<file path="src/rtl/gpio_irq_pkg.sv">
package gpio_irq_pkg;

  // Word index of each register (byte offset / 4)
  typedef enum logic [2:0] {
    RA_DATA   = 3'd0,
    RA_DIR    = 3'd1,
    RA_PAD    = 3'd2,
    RA_CFG_LO = 3'd3,
    RA_CFG_HI = 3'd4,
    RA_MASK   = 3'd5,
    RA_STAT   = 3'd6,
    RA_BOTH   = 3'd7
  } reg_idx_e;

  // Per-pin trigger code
  typedef enum logic [1:0] {
    TRIG_LOW  = 2'd0,
    TRIG_HIGH = 2'd1,
    TRIG_RISE = 2'd2,
    TRIG_FALL = 2'd3
  } trig_e;

  localparam int IDX_LSB = 2;
  localparam int IDX_W   = 3;

endpackage

</file>
<file path="src/rtl/gpio_in_sync.sv">
module gpio_in_sync #(
  parameter int W      = 32,
  parameter int STAGES = 2
) (
  input  logic         clk,
  input  logic         rst_n,
  input  logic [W-1:0] raw_i,
  output logic [W-1:0] sync_o,
  output logic [W-1:0] prev_o
);

  // chain_q[0] is the newest sample
  logic [STAGES-1:0][W-1:0] chain_q, chain_d;
  logic [W-1:0]             prev_q, prev_d;

  always_comb begin
    chain_d = {chain_q[STAGES-2:0], raw_i};
    prev_d  = chain_q[STAGES-1];
  end

  always_ff @(posedge clk or negedge rst_n) begin
    if (!rst_n) begin
      chain_q <= '0;
      prev_q  <= '0;
    end else begin
      chain_q <= chain_d;
      prev_q  <= prev_d;
    end
  end

  assign sync_o = chain_q[STAGES-1];
  assign prev_o = prev_q;

endmodule

</file>
<file path="src/rtl/gpio_trig_det.sv">
module gpio_trig_det
  import gpio_irq_pkg::*;
#(
  parameter int NPIN = 32
) (
  input  logic [NPIN-1:0]   lvl_i,
  input  logic [NPIN-1:0]   prev_i,
  input  logic [2*NPIN-1:0] code_i,
  input  logic [NPIN-1:0]   both_i,
  output logic [NPIN-1:0]   evt_o
);

  for (genvar p = 0; p < NPIN; p++) begin : g_pin
    trig_e code;
    logic  rise, fall, hit;

    assign code = trig_e'(code_i[2*p +: 2]);
    assign rise = lvl_i[p] & ~prev_i[p];
    assign fall = ~lvl_i[p] & prev_i[p];

    always_comb begin
      if (both_i[p]) begin
        hit = rise | fall;
      end else begin
        unique case (code)
          TRIG_LOW:  hit = ~lvl_i[p];
          TRIG_HIGH: hit = lvl_i[p];
          TRIG_RISE: hit = rise;
          TRIG_FALL: hit = fall;
          default:   hit = 1'b0;
        endcase
      end
    end

    assign evt_o[p] = hit;
  end

endmodule

</file>
<file path="src/rtl/gpio_irq_stat.sv">
module gpio_irq_stat #(
  parameter int NPIN = 32
) (
  input  logic            clk,
  input  logic            rst_n,
  input  logic [NPIN-1:0] evt_i,
  input  logic [NPIN-1:0] clr_i,
  input  logic [NPIN-1:0] mask_i,
  output logic [NPIN-1:0] stat_o,
  output logic            irq_o
);

  logic [NPIN-1:0] stat_q, stat_d;
  logic            irq_q, irq_d;

  always_comb begin
    // a new event overrides a clear of the same bit
    stat_d = (stat_q & ~clr_i) | evt_i;
    irq_d  = |(stat_q & mask_i);
  end

  always_ff @(posedge clk or negedge rst_n) begin
    if (!rst_n) begin
      stat_q <= '0;
      irq_q  <= 1'b0;
    end else begin
      stat_q <= stat_d;
      irq_q  <= irq_d;
    end
  end

  assign stat_o = stat_q;
  assign irq_o  = irq_q;

endmodule

</file>
<file path="src/rtl/gpio_irq_ctrl.sv">
module gpio_irq_ctrl
  import gpio_irq_pkg::*;
#(
  parameter int NPIN     = 32,
  parameter int AW       = 5,
  parameter int SYNC_STG = 2
) (
  input  logic            clk,
  input  logic            rst_n,
  input  logic [AW-1:0]   bus_addr,
  input  logic            bus_we,
  input  logic [NPIN-1:0] bus_wdata,
  output logic [NPIN-1:0] bus_rdata,
  input  logic [NPIN-1:0] pad_in,
  output logic [NPIN-1:0] pad_out,
  output logic            irq,
  output logic [NPIN-1:0] pad_oe
);

  reg_idx_e        widx;
  logic            aligned;
  logic            wr_en;

  logic [NPIN-1:0] data_q, data_d;
  logic [NPIN-1:0] dir_q,  dir_d;
  logic [NPIN-1:0] cfg_lo_q, cfg_lo_d;
  logic [NPIN-1:0] cfg_hi_q, cfg_hi_d;
  logic [NPIN-1:0] mask_q, mask_d;
  logic [NPIN-1:0] both_q, both_d;

  logic [NPIN-1:0] lvl_sync, lvl_prev;
  logic [NPIN-1:0] evt_vec, clr_vec, stat_vec;

  assign widx    = reg_idx_e'(bus_addr[IDX_LSB +: IDX_W]);
  assign aligned = (bus_addr[IDX_LSB-1:0] == '0);
  assign wr_en   = bus_we & aligned;

  // register write next-state
  always_comb begin
    data_d   = data_q;
    dir_d    = dir_q;
    cfg_lo_d = cfg_lo_q;
    cfg_hi_d = cfg_hi_q;
    mask_d   = mask_q;
    both_d   = both_q;
    clr_vec  = '0;
    if (wr_en) begin
      unique case (widx)
        RA_DATA:   data_d   = bus_wdata;
        RA_DIR:    dir_d    = bus_wdata;
        RA_CFG_LO: cfg_lo_d = bus_wdata;
        RA_CFG_HI: cfg_hi_d = bus_wdata;
        RA_MASK:   mask_d   = bus_wdata;
        RA_STAT:   clr_vec  = bus_wdata;
        RA_BOTH:   both_d   = bus_wdata;
        default:   ;
      endcase
    end
  end

  always_ff @(posedge clk or negedge rst_n) begin
    if (!rst_n) begin
      data_q   <= '0;
      dir_q    <= '0;
      cfg_lo_q <= '0;
      cfg_hi_q <= '0;
      mask_q   <= '0;
      both_q   <= '0;
    end else begin
      data_q   <= data_d;
      dir_q    <= dir_d;
      cfg_lo_q <= cfg_lo_d;
      cfg_hi_q <= cfg_hi_d;
      mask_q   <= mask_d;
      both_q   <= both_d;
    end
  end

  // read mux
  always_comb begin
    bus_rdata = '0;
    if (aligned) begin
      unique case (widx)
        RA_DATA:   bus_rdata = data_q;
        RA_DIR:    bus_rdata = dir_q;
        RA_PAD:    bus_rdata = lvl_sync;
        RA_CFG_LO: bus_rdata = cfg_lo_q;
        RA_CFG_HI: bus_rdata = cfg_hi_q;
        RA_MASK:   bus_rdata = mask_q;
        RA_STAT:   bus_rdata = stat_vec;
        RA_BOTH:   bus_rdata = both_q;
        default:   bus_rdata = '0;
      endcase
    end
  end

  gpio_in_sync #(.W(NPIN), .STAGES(SYNC_STG)) u_sync (
    .clk    (clk),
    .rst_n  (rst_n),
    .raw_i  (pad_in),
    .sync_o (lvl_sync),
    .prev_o (lvl_prev)
  );

  gpio_trig_det #(.NPIN(NPIN)) u_det (
    .lvl_i  (lvl_sync),
    .prev_i (lvl_prev),
    .code_i ({cfg_hi_q, cfg_lo_q}),
    .both_i (both_q),
    .evt_o  (evt_vec)
  );

  gpio_irq_stat #(.NPIN(NPIN)) u_stat (
    .clk    (clk),
    .rst_n  (rst_n),
    .evt_i  (evt_vec),
    .clr_i  (clr_vec),
    .mask_i (mask_q),
    .stat_o (stat_vec),
    .irq_o  (irq)
  );

  assign pad_out = data_q;
  assign pad_oe  = dir_q;

endmodule

</file>
<file path="config.mk">
export PLATFORM = sky130hd
export DESIGN_NAME = gpio_irq_ctrl
export DESIGN_NICKNAME = d
export VERILOG_FILES = /design/src/rtl/gpio_irq_pkg.sv /design/src/rtl/gpio_in_sync.sv /design/src/rtl/gpio_trig_det.sv /design/src/rtl/gpio_irq_stat.sv /design/src/rtl/gpio_irq_ctrl.sv
export SDC_FILE = /design/constraint.sdc
export NUM_CORES = 1
export LEC_CHECK = 0
export BUFFER_PORTS_ARGS = -buffer_cell sky130_fd_sc_hd__buf_2
export CORE_UTILIZATION = 55
export CTS_BUF_LIST = sky130_fd_sc_hd__clkbuf_8
export DETAILED_ROUTE_END_ITERATION = 8
export HOLD_SLACK_MARGIN = 0.06
export PLACE_DENSITY = 0.76
export SYNTH_ARGS = -nofsm -noshare
export SYNTH_HDL_FRONTEND = slang
export SYNTH_SLANG_ARGS = --single-unit
</file>
<file path="constraint.sdc">
create_clock -name clk -period 3.9 [get_ports clk]
set_input_delay 0.195 -clock clk [delete_from_list [all_inputs] [get_ports clk]]
set_output_delay 0.195 -clock clk [all_outputs]
set_load 0.01 [all_outputs]
</file>
==> impl_metrics.toml <==
[place]
finalWeightedCongestion = 0.874
pre_cts_ws_ns = 1.07
numPortBuffers = 168
place_hpwl_mm = 27.9

[floorplanning]
die_h_um = 168
io_pins = 169
coreArea_sq_um = 27100
initial_core_util = 0.562
dieArea_sq_um = 28400
die_x_um = 168
fp-row-count = 60

[clock_network]
clockBufferDepth = 3
hold_buffers = 65
cts_tree = "done"
clkLatencyLatePin_ns = 0.59
cts_root_buf = "clkbuf_8"
cts_resized = 0
htreeDepth = 2
cts_setup_buffers = 0
clkTransAtPathRegs_ns = 0.06
cts_sinks = 321
cts_buffers = 52

[logic_synthesis]
synthCells = 1273
synth_top_area_cell = "dfrtp_1"
ys_types = 38
synth_area_sq_um = 15200
ys_seq_area_frac = 0.527
ys_top_cells_by_area = "dfrtp_1 53%, mux2_2 14%, ha_1 5.3%"
yosys_warnings = 0
ys_ff_latch = 321
synth_top_area_share = 0.527
synth_nets = 1409
synth.avg_cell_area_sq_um = 12.0

[detailed_routing]
wire_per_inst_um = 21.7
drtPass1Iterations = 7
drtAntennaViolNets = 0
drt_wl_total_mm = 42.0
drt_iter0_markers = 992
vias = 11500
drc_errors = 0
viasPerCell = 5.94

[global_route]
grt_pass1_wl_mm = 65.8
grtUsageTotal = 0.301
overflow = 0
grt_max_degree = 100
grt_pass1_vias = 11800
antenna_found_initial = 0

[timing]
fin_crit_sh = 0.744
finalCriticalPeriod_ns = 2.90
hold_viol_final = 0
maxSlewViolCount = 0
slew_headroom = 0.429
max_freq_mhz = 345
fin_worst_skew_ns = 0.0134
setup_viol = 0
grt_setup_unrepaired = "false"
tightest_slew_ns = 0.854
fin_ws_ns = 1.00
fin_tns_setup_ns = 0

[status]
outcome = "completed"

[critical_path]
worstSetupStartpointType = "input pin"
required_ns = 3.70
critPathKind = "input pin to primary output"
arrival_ns = 2.71
path_max_fanout = 26
cp-end-kind = "primary output"

[flow_run]
maxCapViolations = 0

[pwr]
p_leak_nw = 8.63
pwr_density_cell_nw_per_um2 = 487
peakVddDrop_v = 0.000375

[final_layout]
final_core_util = 0.675
areaGrowthSynthToFinish_pct = 20.1
nNetsFinal = 1660
drive_gt1_frac = 0.301

[hold_path]
hp-class = "input pin to asynchronous set/reset pin"
-- cell usage in the layout, fill, tap and decap left out, types with 7 or more instances in the layout --
master,n
a211o_1,17
ha_1,64
nor2_1,19
a21oi_1,43
nand2b_1,11
dlygate4sd3_1,65
o31ai_1,11
inv_1,138
buf_4,25
clkbuf_8,68
a221oi_1,58
clkinv_2,8
a22oi_1,18
o2bb2ai_1,29
nand4_1,7
o21ai_0,40
and2_1,8
nor2b_1,19
buf_2,167
dfrtp_1,321
a221o_1,15
mux2i_1,49
nand2_1,95
a211oi_1,29
mux2_1,7
mux2_2,186
a2111oi_0,17
-- power breakdown --
group          internal [mW]  switching [mW]  total [mW]  leakage, nW
Combinational          0.740           0.710        1.45         4.14
Clock                   1.83            1.35        3.18        0.625
Sequential              3.78           0.501        4.28         3.86
Total                   6.35            2.56        8.91         8.63
-- worst paths after layout --
| kind | startpoint | endpoint | slack (ns) | depth (start not counted) |
|---|---|---|---|---|
| min in group clk | pad_in[11] | u_sync.chain_d[43]$_DFF_PN0_ | 0.25 | 2 |
| max reg2reg | u_stat.stat_o[26]$_DFF_PN0_ | u_stat.irq_o$_DFF_PN0_ | 2.24 | 3 |
| min reg2reg | u_sync.chain_d[32]$_DFF_PN0_ | u_sync.sync_o[0]$_DFF_PN0_ | 0.35 | 0 |
| min | rst_n | u_sync.chain_d[56]$_DFF_PN0_ | 0.20 | 2 |
| max in group asynchronous | rst_n | u_sync.prev_o[3]$_DFF_PN0_ | 2.67 | 3 |
| max | bus_addr[4] | bus_rdata[15] | 1.0 | 8 |
-- Yosys cell counts (all sizes together) --
| master | n |
|---|---|
| a211oi | 29 |
| nand3b | 2 |
| nand4 | 7 |
| a2111oi | 17 |
| and3 | 1 |
| inv | 129 |
| nand2 | 95 |
| mux2 | 193 |
| clkbuf | 23 |
| a221oi | 58 |
| and2 | 8 |
| o21bai | 4 |
| dfrtp | 321 |
| or4 | 1 |
| o31ai | 11 |
| a21oi | 43 |
| o2bb2ai | 29 |
| a22oi | 18 |
| ha | 64 |
| a221o | 15 |
| mux4 | 2 |
| o21ai | 40 |
| nor3 | 1 |
| buf | 41 |
| xnor2 | 1 |
| mux2i | 49 |
| a211o | 17 |
| nand2b | 11 |
| and4 | 1 |
| nor2 | 20 |
| o22ai | 2 |
| nor2b | 20 |
-- per-layer routing --
layer  routed length, um  GRT usage
met4                1350      0.121
met3                3050     0.0475
met2               20500      0.505
met1               17100      0.393
met5                   0          0
-- per-stage QoR --
| step | power, mW | instances | hold WS [ns] | area (sq um) |
|---|---|---|---|---|
| 2_1_floorplan | 5.05 | 1273 | -0.101 | 15200 |
| 4_1_cts | 8.94 | 1935 | 0.220 | 18300 |
| 6_report | 8.91 | 1936 | 0.200 | 18300 |
| 3_5_place_dp | 5.71 | 1777 | 0.287 | 16500 |
| 3_3_place_gp | 5.64 | 1777 | 0.285 | 16500 |
| 5_1_grt | 9.31 | 1935 | 0.231 | 18300 |
-- critical path, stage by stage --
cell,delay [ns]
buf_2,0.43
buf_4,0.43
nor2_1,0.13
nand2_1,0.53
buf_4,0.39
o21ai_0,0.13
a21oi_1,0.26
buf_2,0.19
-- kinds of logic after synthesis --
logic type	Yosys count	synth area share
DFF	321	0.527
muxes	244	0.178
adders and majority gates	64	0.0525
AOI/OAI and AO/OA	283	0.138
xor gates and xnor gates	1	0.000575
and+or+nand+nor	167	0.0510
buffers and inverters	193	0.0530
-- area by class of cell --
cell class	instances	area, sq um
antenna	1	2.50
multi-input combinational	759	6400
inverter	129	484
timing repair buffer	261	1750
fill	1962	8800
clock buffer	68	936
clock inverter	25	224
sequential	321	8030
tap	372	465
(Power assumes the default switching activity.)
